### src/rtl/fs_pkg.sv
package fs_pkg;

    typedef enum logic [2:0] {
        FS_NONE = 3'd0,
        FS_OLP  = 3'd1,
        FS_OCP  = 3'd2,
        FS_OVP  = 3'd3,
        FS_OTP  = 3'd4,
        FS_SOP  = 3'd5,
        FS_COP  = 3'd6
    } fs_code_e;

    typedef struct packed {
        logic gate;
        logic dimcomp;
        logic clamp;
    } fs_enables_t;

    // higher code value means higher priority
    function automatic fs_code_e fs_pick(input fs_code_e a, input fs_code_e b);
        return (b > a) ? b : a;
    endfunction

    function automatic fs_code_e fs_short_cause(input logic ovp, input logic ocp,
                                                input logic olp);
        if (ovp) return FS_OVP;
        if (ocp) return FS_OCP;
        if (olp) return FS_OLP;
        return FS_NONE;
    endfunction

    function automatic fs_enables_t fs_enables_for(input fs_code_e c);
        fs_enables_t e;
        e.gate    = (c == FS_NONE);
        e.dimcomp = (c != FS_SOP) && (c != FS_COP);
        e.clamp   = (c != FS_COP);
        return e;
    endfunction

    function automatic int fs_duty_limit(input int frac_w);
        return (1 << frac_w) / 10;
    endfunction

endpackage

### src/rtl/fs_prescaler.sv
module fs_prescaler #(
    parameter int DIV = 1000
) (
    input  logic clk_i,
    input  logic rst_i,
    output logic tick_o
);
    localparam int W = (DIV > 1) ? $clog2(DIV) : 1;

    generate
        if (DIV <= 1) begin : g_pass
            assign tick_o = 1'b1;
        end else begin : g_cnt
            logic [W-1:0] cnt;
            always_ff @(posedge clk_i) begin
                if (rst_i) begin
                    cnt <= '0;
                end else if (cnt == W'(DIV - 1)) begin
                    cnt <= '0;
                end else begin
                    cnt <= cnt + 1'b1;
                end
            end
            assign tick_o = (cnt == W'(DIV - 1));
        end
    endgenerate
endmodule

### src/rtl/fs_retry_timer.sv
module fs_retry_timer
    import fs_pkg::*;
#(
    parameter int N_TICKS = 1000
) (
    input  logic     clk_i,
    input  logic     rst_i,
    input  logic     tick_i,
    input  logic     trip_i,
    input  fs_code_e cause_i,
    output logic     active_o,
    output fs_code_e cause_o
);
    localparam int CW = $clog2(N_TICKS + 1);

    logic [CW-1:0] cnt;
    logic          active;
    fs_code_e      cause;

    always_ff @(posedge clk_i) begin
        if (rst_i) begin
            active <= 1'b0;
            cnt    <= '0;
            cause  <= FS_NONE;
        end else if (!active) begin
            if (trip_i) begin
                active <= 1'b1;
                cnt    <= '0;
                cause  <= cause_i;
            end
        end else if (tick_i) begin
            if (cnt == CW'(N_TICKS - 1)) begin
                active <= 1'b0;
                cnt    <= '0;
                cause  <= FS_NONE;
            end else begin
                cnt <= cnt + 1'b1;
            end
        end
    end

    assign active_o = active;
    assign cause_o  = cause;
endmodule

### src/rtl/fs_clamp_avg.sv
module fs_clamp_avg
    import fs_pkg::*;
#(
    parameter int FRAC_W    = 12,
    parameter int AVG_SHIFT = 6
) (
    input  logic clk_i,
    input  logic rst_i,
    input  logic sample_i,
    input  logic clamp_act_i,
    output logic latched_o
);
    localparam int AW   = FRAC_W + 1;
    localparam int FULL = 1 << FRAC_W;
    localparam logic [AW-1:0] FULL_V = AW'(FULL);
    localparam logic [AW-1:0] LIMIT  = AW'(fs_duty_limit(FRAC_W));

    logic [AW-1:0] avg;
    logic [AW-1:0] avg_nxt;
    logic [AW-1:0] rise;
    logic [AW-1:0] fall;
    logic          latched;

    always_comb begin
        rise    = (FULL_V - avg) >> AVG_SHIFT;
        fall    = avg >> AVG_SHIFT;
        avg_nxt = clamp_act_i ? (avg + rise) : (avg - fall);
    end

    always_ff @(posedge clk_i) begin
        if (rst_i) begin
            avg     <= '0;
            latched <= 1'b0;
        end else if (sample_i && !latched) begin
            avg <= avg_nxt;
            if (avg_nxt > LIMIT) begin
                latched <= 1'b1;
            end
        end
    end

    assign latched_o = latched;
endmodule

### src/rtl/fs_supervisor.sv
module fs_supervisor
    import fs_pkg::*;
#(
    parameter int TICK_DIV    = 100000,
    parameter int SHORT_TICKS = 1000,
    parameter int LONG_TICKS  = 30000,
    parameter int SAMPLE_DIV  = 1000,
    parameter int FRAC_W      = 12,
    parameter int AVG_SHIFT   = 6
) (
    input  logic       clk_i,
    input  logic       rst_i,
    input  logic       ovp_i,
    input  logic       ocp_i,
    input  logic       olp_i,
    input  logic       sop_i,
    input  logic       temp_trip_i,
    input  logic       temp_clear_i,
    input  logic       clamp_act_i,
    output logic       gate_en_o,
    output logic       dimcomp_en_o,
    output logic       clamp_en_o,
    output logic [2:0] status_o
);
    logic        retry_tick;
    logic        sample_tick;
    logic        short_act;
    logic        long_act;
    fs_code_e    short_cause;
    fs_code_e    long_cause;
    logic        cop_latched;
    logic        hot;
    fs_code_e    status;
    fs_enables_t en;

    fs_prescaler #(.DIV(TICK_DIV)) u_retry_pre (
        .clk_i (clk_i),
        .rst_i (rst_i),
        .tick_o(retry_tick)
    );

    fs_prescaler #(.DIV(SAMPLE_DIV)) u_sample_pre (
        .clk_i (clk_i),
        .rst_i (rst_i),
        .tick_o(sample_tick)
    );

    fs_retry_timer #(.N_TICKS(SHORT_TICKS)) u_short (
        .clk_i   (clk_i),
        .rst_i   (rst_i),
        .tick_i  (retry_tick),
        .trip_i  (ovp_i | ocp_i | olp_i),
        .cause_i (fs_short_cause(ovp_i, ocp_i, olp_i)),
        .active_o(short_act),
        .cause_o (short_cause)
    );

    fs_retry_timer #(.N_TICKS(LONG_TICKS)) u_long (
        .clk_i   (clk_i),
        .rst_i   (rst_i),
        .tick_i  (retry_tick),
        .trip_i  (sop_i),
        .cause_i (FS_SOP),
        .active_o(long_act),
        .cause_o (long_cause)
    );

    fs_clamp_avg #(.FRAC_W(FRAC_W), .AVG_SHIFT(AVG_SHIFT)) u_clamp (
        .clk_i      (clk_i),
        .rst_i      (rst_i),
        .sample_i   (sample_tick),
        .clamp_act_i(clamp_act_i),
        .latched_o  (cop_latched)
    );

    // temperature hold with hysteresis: trip wins over clear
    always_ff @(posedge clk_i) begin
        if (rst_i) begin
            hot <= 1'b0;
        end else if (temp_trip_i) begin
            hot <= 1'b1;
        end else if (temp_clear_i) begin
            hot <= 1'b0;
        end
    end

    always_comb begin
        status = FS_NONE;
        if (short_act)   status = fs_pick(status, short_cause);
        if (hot)         status = fs_pick(status, FS_OTP);
        if (long_act)    status = fs_pick(status, long_cause);
        if (cop_latched) status = fs_pick(status, FS_COP);
        en = fs_enables_for(status);
    end

    assign gate_en_o    = en.gate;
    assign dimcomp_en_o = en.dimcomp;
    assign clamp_en_o   = en.clamp;
    assign status_o     = status;
endmodule

### config.mk
export PLATFORM = sky130hd
export DESIGN_NAME = fs_supervisor
export DESIGN_NICKNAME = d
export VERILOG_FILES = /design/src/rtl/fs_pkg.sv /design/src/rtl/fs_prescaler.sv /design/src/rtl/fs_retry_timer.sv /design/src/rtl/fs_clamp_avg.sv /design/src/rtl/fs_supervisor.sv
export SDC_FILE = /design/constraint.sdc
export NUM_CORES = 1
export LEC_CHECK = 0
export CORE_ASPECT_RATIO = 1.1
export CORE_MARGIN = 4
export CORE_UTILIZATION = 50
export CTS_BUF_LIST = sky130_fd_sc_hd__clkbuf_8
export DETAILED_ROUTE_END_ITERATION = 12
export HOLD_SLACK_MARGIN = 0.15
export PLACE_DENSITY = 0.69
export SLEW_MARGIN = 15
export SYNTH_ARGS = -nofsm -noshare
export SYNTH_HDL_FRONTEND = slang
export SYNTH_SLANG_ARGS = --single-unit
### constraint.sdc
create_clock -name clk_i -period 3.5 [get_ports clk_i]
set_input_delay 0.35 -clock clk_i [delete_from_list [all_inputs] [get_ports clk_i]]
set_output_delay 0.35 -clock clk_i [all_outputs]
set_load 0.05 [all_outputs]
==> impl_results.md <==
- Cell breakdown of the critical path: or3_1 > or3b_2 > nor3_1 > a21oi_1 > xnor2_1 > ha_1 > nor4_2 > o21ai_1 > a311oi_1 > o31ai_1 > xor2_1 > nor2_1 > a31oi_1
- Max-Cap Viols: 0
- Reg-to-Reg Start: u_clamp.avg[8]
- Hold wc startpoint: u_sample_pre.g_cnt.cnt[0]
- Post-Layout Inst Area: 4400 um^2
- Final Skew: 0.00972 ns
- Final worst slack: 0.0594 ns
- CTS tree: done
- Hold_ws: 0.443 ns
- Initial Utilization: 51.9%
- Vias in the first global route: 3081
- Cts bufs inserted: 9
- Initial antenna violation count: 0
- Avg Cell Area, Syn: 8.28 um^2
- Placed Cells: 587
- CP arrival: 3.70 ns
- Antenna Cells: 0
- Post-route minimum period: 3.44 ns
- Post-DP Area: 4190 um^2
- Number of synthesized flops with an enable pin: 0
- Slew @ Worst Pin: 0.622 ns
- Share of cells above drive strength 1: 6.24%
- Mapped Cells: 474
- Routed Antenna Nets: 0
- Max-slew headroom at the worst pin: 58.3%
- Total number of vias: 3216
- Final wirelength: 7470 um
- DP Worst Slack: 0.00928 ns
- Clock sinks: 72
- Synthesized area: 3920 um^2
- H-tree depth: 3
- Status: complete, no violations
- Post-synthesis register bit count: 72
- Initial DRT Pass Iterations: 4
- Area growth syn-to-layout: 12.1%
- Hold WC Path Type: reg -> reg
- Die W: 92.5 um
- IO Pins: 15
- Reg clk slew, reported paths: 0.08 ns
- Final TNS setup: 0 ns
- Distinct cells, synth: 55
- Leak pwr: 1.75 nW
- Post-DR wirelength/cell: 12.4 um
- Drt via density: 5.34
- Max Slew Vio Count: 0
- # hold bufs at CTS: 0
- Register area share after synthesis: 36.7%
- Core region area: 7560 um^2
- Nets@finish: 523
- FFs w/ async S/R, synth: 0%
- Clock Latency Late Sink: 0.34 ns
- Crit-path leading delay family: simple AND/OR/NAND/NOR gates
- Post-CTS Setup Bufs: 0
- Syn_nets: 504
- Max VDD drop: 0.311 mV
- Finished Layout Cells: 602
- Fillers: 697
- Final core occ: 58.2%
- GRT Total Usage: 17.1%
- Fin crit share: 98.3%
- Worst Setup Start Kind: register
- Row count: 33
- Overflow left after global routing: 0
- Pin count of the biggest net entering global routing: 18
- Critical Path Sink Type: register
- Routability cong.: 0.814
- Final Power: 1.60 mW
- Setup crit start: u_clamp.avg[8]
- Top_reg_cell synth: dfxtp_1
- Post-DP HPWL: 5630 um
- Power Dens Cells: 364 nW/um^2
- Fmax: 291 MHz
- Post-CTS sizing: 0
- Worst path bufs/invs: 0
- CTS Buffer Depth: 2
- CP required: 3.76 ns
- Crit Path Class: reg -> reg
- Syn. warnings: 0
- Root Buffer: clkbuf_8
- Final Hold Viols: 0
- Unrepaired setup endpoints after global routing: true
- Remaining DRCs: 0
- Die Height: 101 um
- Final setup violation count: 0
- Initial drt markers: 116
- # port buffers: 14
- Crit path max fanout: 6
- Slowest CP cell: or3b_2
- First-pass GRT wire length: 13100 um
- Slowest stage delay, CP: 0.52 ns
- Die area: 9330 um^2
==> cell usage after synthesis (3+ instances only) <==
cell type / n / area share (%)
a21oi_1: 20 / 2.6
clkbuf_1: 8 / 0.77
o21ai_0: 11 / 1.4
xor2_1: 35 / 7.8
xnor2_1: 25 / 5.6
mux2i_1: 12 / 3.1
nor2_1: 97 / 9.3
a211oi_1: 6 / 1.1
nor4_1: 4 / 0.64
nand2_1: 30 / 2.9
inv_1: 25 / 2.4
and3_1: 7 / 1.1
a311oi_1: 3 / 0.67
nand2b_1: 5 / 0.80
nand4_1: 14 / 2.2
ha_1: 20 / 6.4
dfxtp_1: 72 / 37
o21a_1: 5 / 0.96
or3_1: 3 / 0.48
nand3_1: 18 / 2.3
nor3_1: 10 / 1.3
==> sequential cells by signal, summed over array words and instances, names as in the netlist <==
register and count:
u_long.cause_o 1, u_sample_pre.g_cnt.cnt 10, u_clamp.avg 13, u_long.active_o 1, u_clamp.latched_o 1, u_long.cnt 15, u_retry_pre.g_cnt.cnt 17, u_short.active_o 1
u_short.cnt 10, hot 1, u_short.cause_o 2
==> per-layer routing <==
metal  global-route usage [%]  vias up  wire length [um]
met5                        0        -                 0
met1                     19.9     1486              3430
li1                         -     1675                 -
met4                     7.43        0               152
met2                     30.1       43              3680
met3                     3.66       12               208
==> kinds of logic (layout without fill, tap and decap cells) <==
| kind of cell | count (synthesis) | count (layout) | synth area share (%) |
|---|---|---|---|
| flops | 72 | 72 | 36.7 |
| xor+xnor | 60 | 60 | 13.4 |
| compound gates | 64 | 64 | 10.9 |
| mux | 13 | 13 | 3.35 |
| simple gates | 208 | 208 | 25.2 |
| buf+inv | 36 | 59 | 3.51 |
| fa+ha+maj | 21 | 21 | 6.89 |
==> layout by cell type (no fill, tap or decap), types with 3 or more instances in the layout <==
master,netlist,layout
nor2_1,97,97
dfxtp_1,72,72
xor2_1,35,35
nand2_1,30,30
inv_1,25,25
xnor2_1,25,25
a21oi_1,20,20
ha_1,20,20
nand3_1,18,18
nand4_1,14,14
mux2i_1,12,12
clkdlybuf4s50_1,0,12
o21ai_0,11,10
clkbuf_8,0,10
nor3_1,10,9
and3_1,7,7
a211oi_1,6,6
nand2b_1,5,5
o21a_1,5,5
buf_4,0,5
or3_1,3,3
nor4_1,4,3
a311oi_1,3,3
==> final timing paths <==
kind / end / slack, ns / cells after the start
worst max register to register: u_clamp.latched_o / 0.06 / 13
worst min-delay path: u_sample_pre.g_cnt.cnt[0] / 0.44 / 1
worst max-delay path: u_clamp.latched_o / 0.06 / 13
worst min register to register: u_sample_pre.g_cnt.cnt[0] / 0.44 / 1
==> final cells by class <==
cell class | count | area (um^2) | area share [%]
timing repair buffer | 19 | 183 | 4.15
inverter | 25 | 93.8 | 2.13
clock inverter | 5 | 56.3 | 1.28
clock buffer | 10 | 138 | 3.13
tap | 105 | 131 | 2.99
sequential | 72 | 1440 | 32.8
multi-input combinational | 366 | 2360 | 53.6
==> power breakdown <==
part / switching (mW) / internal, mW / total, mW
registers: 0.0136 / 0.833 / 0.847
clock network: 0.290 / 0.344 / 0.635
logic: 0.0723 / 0.0468 / 0.119
total: 0.376 / 1.22 / 1.60
No activity file was read; power rests on OpenSTA's default activity.
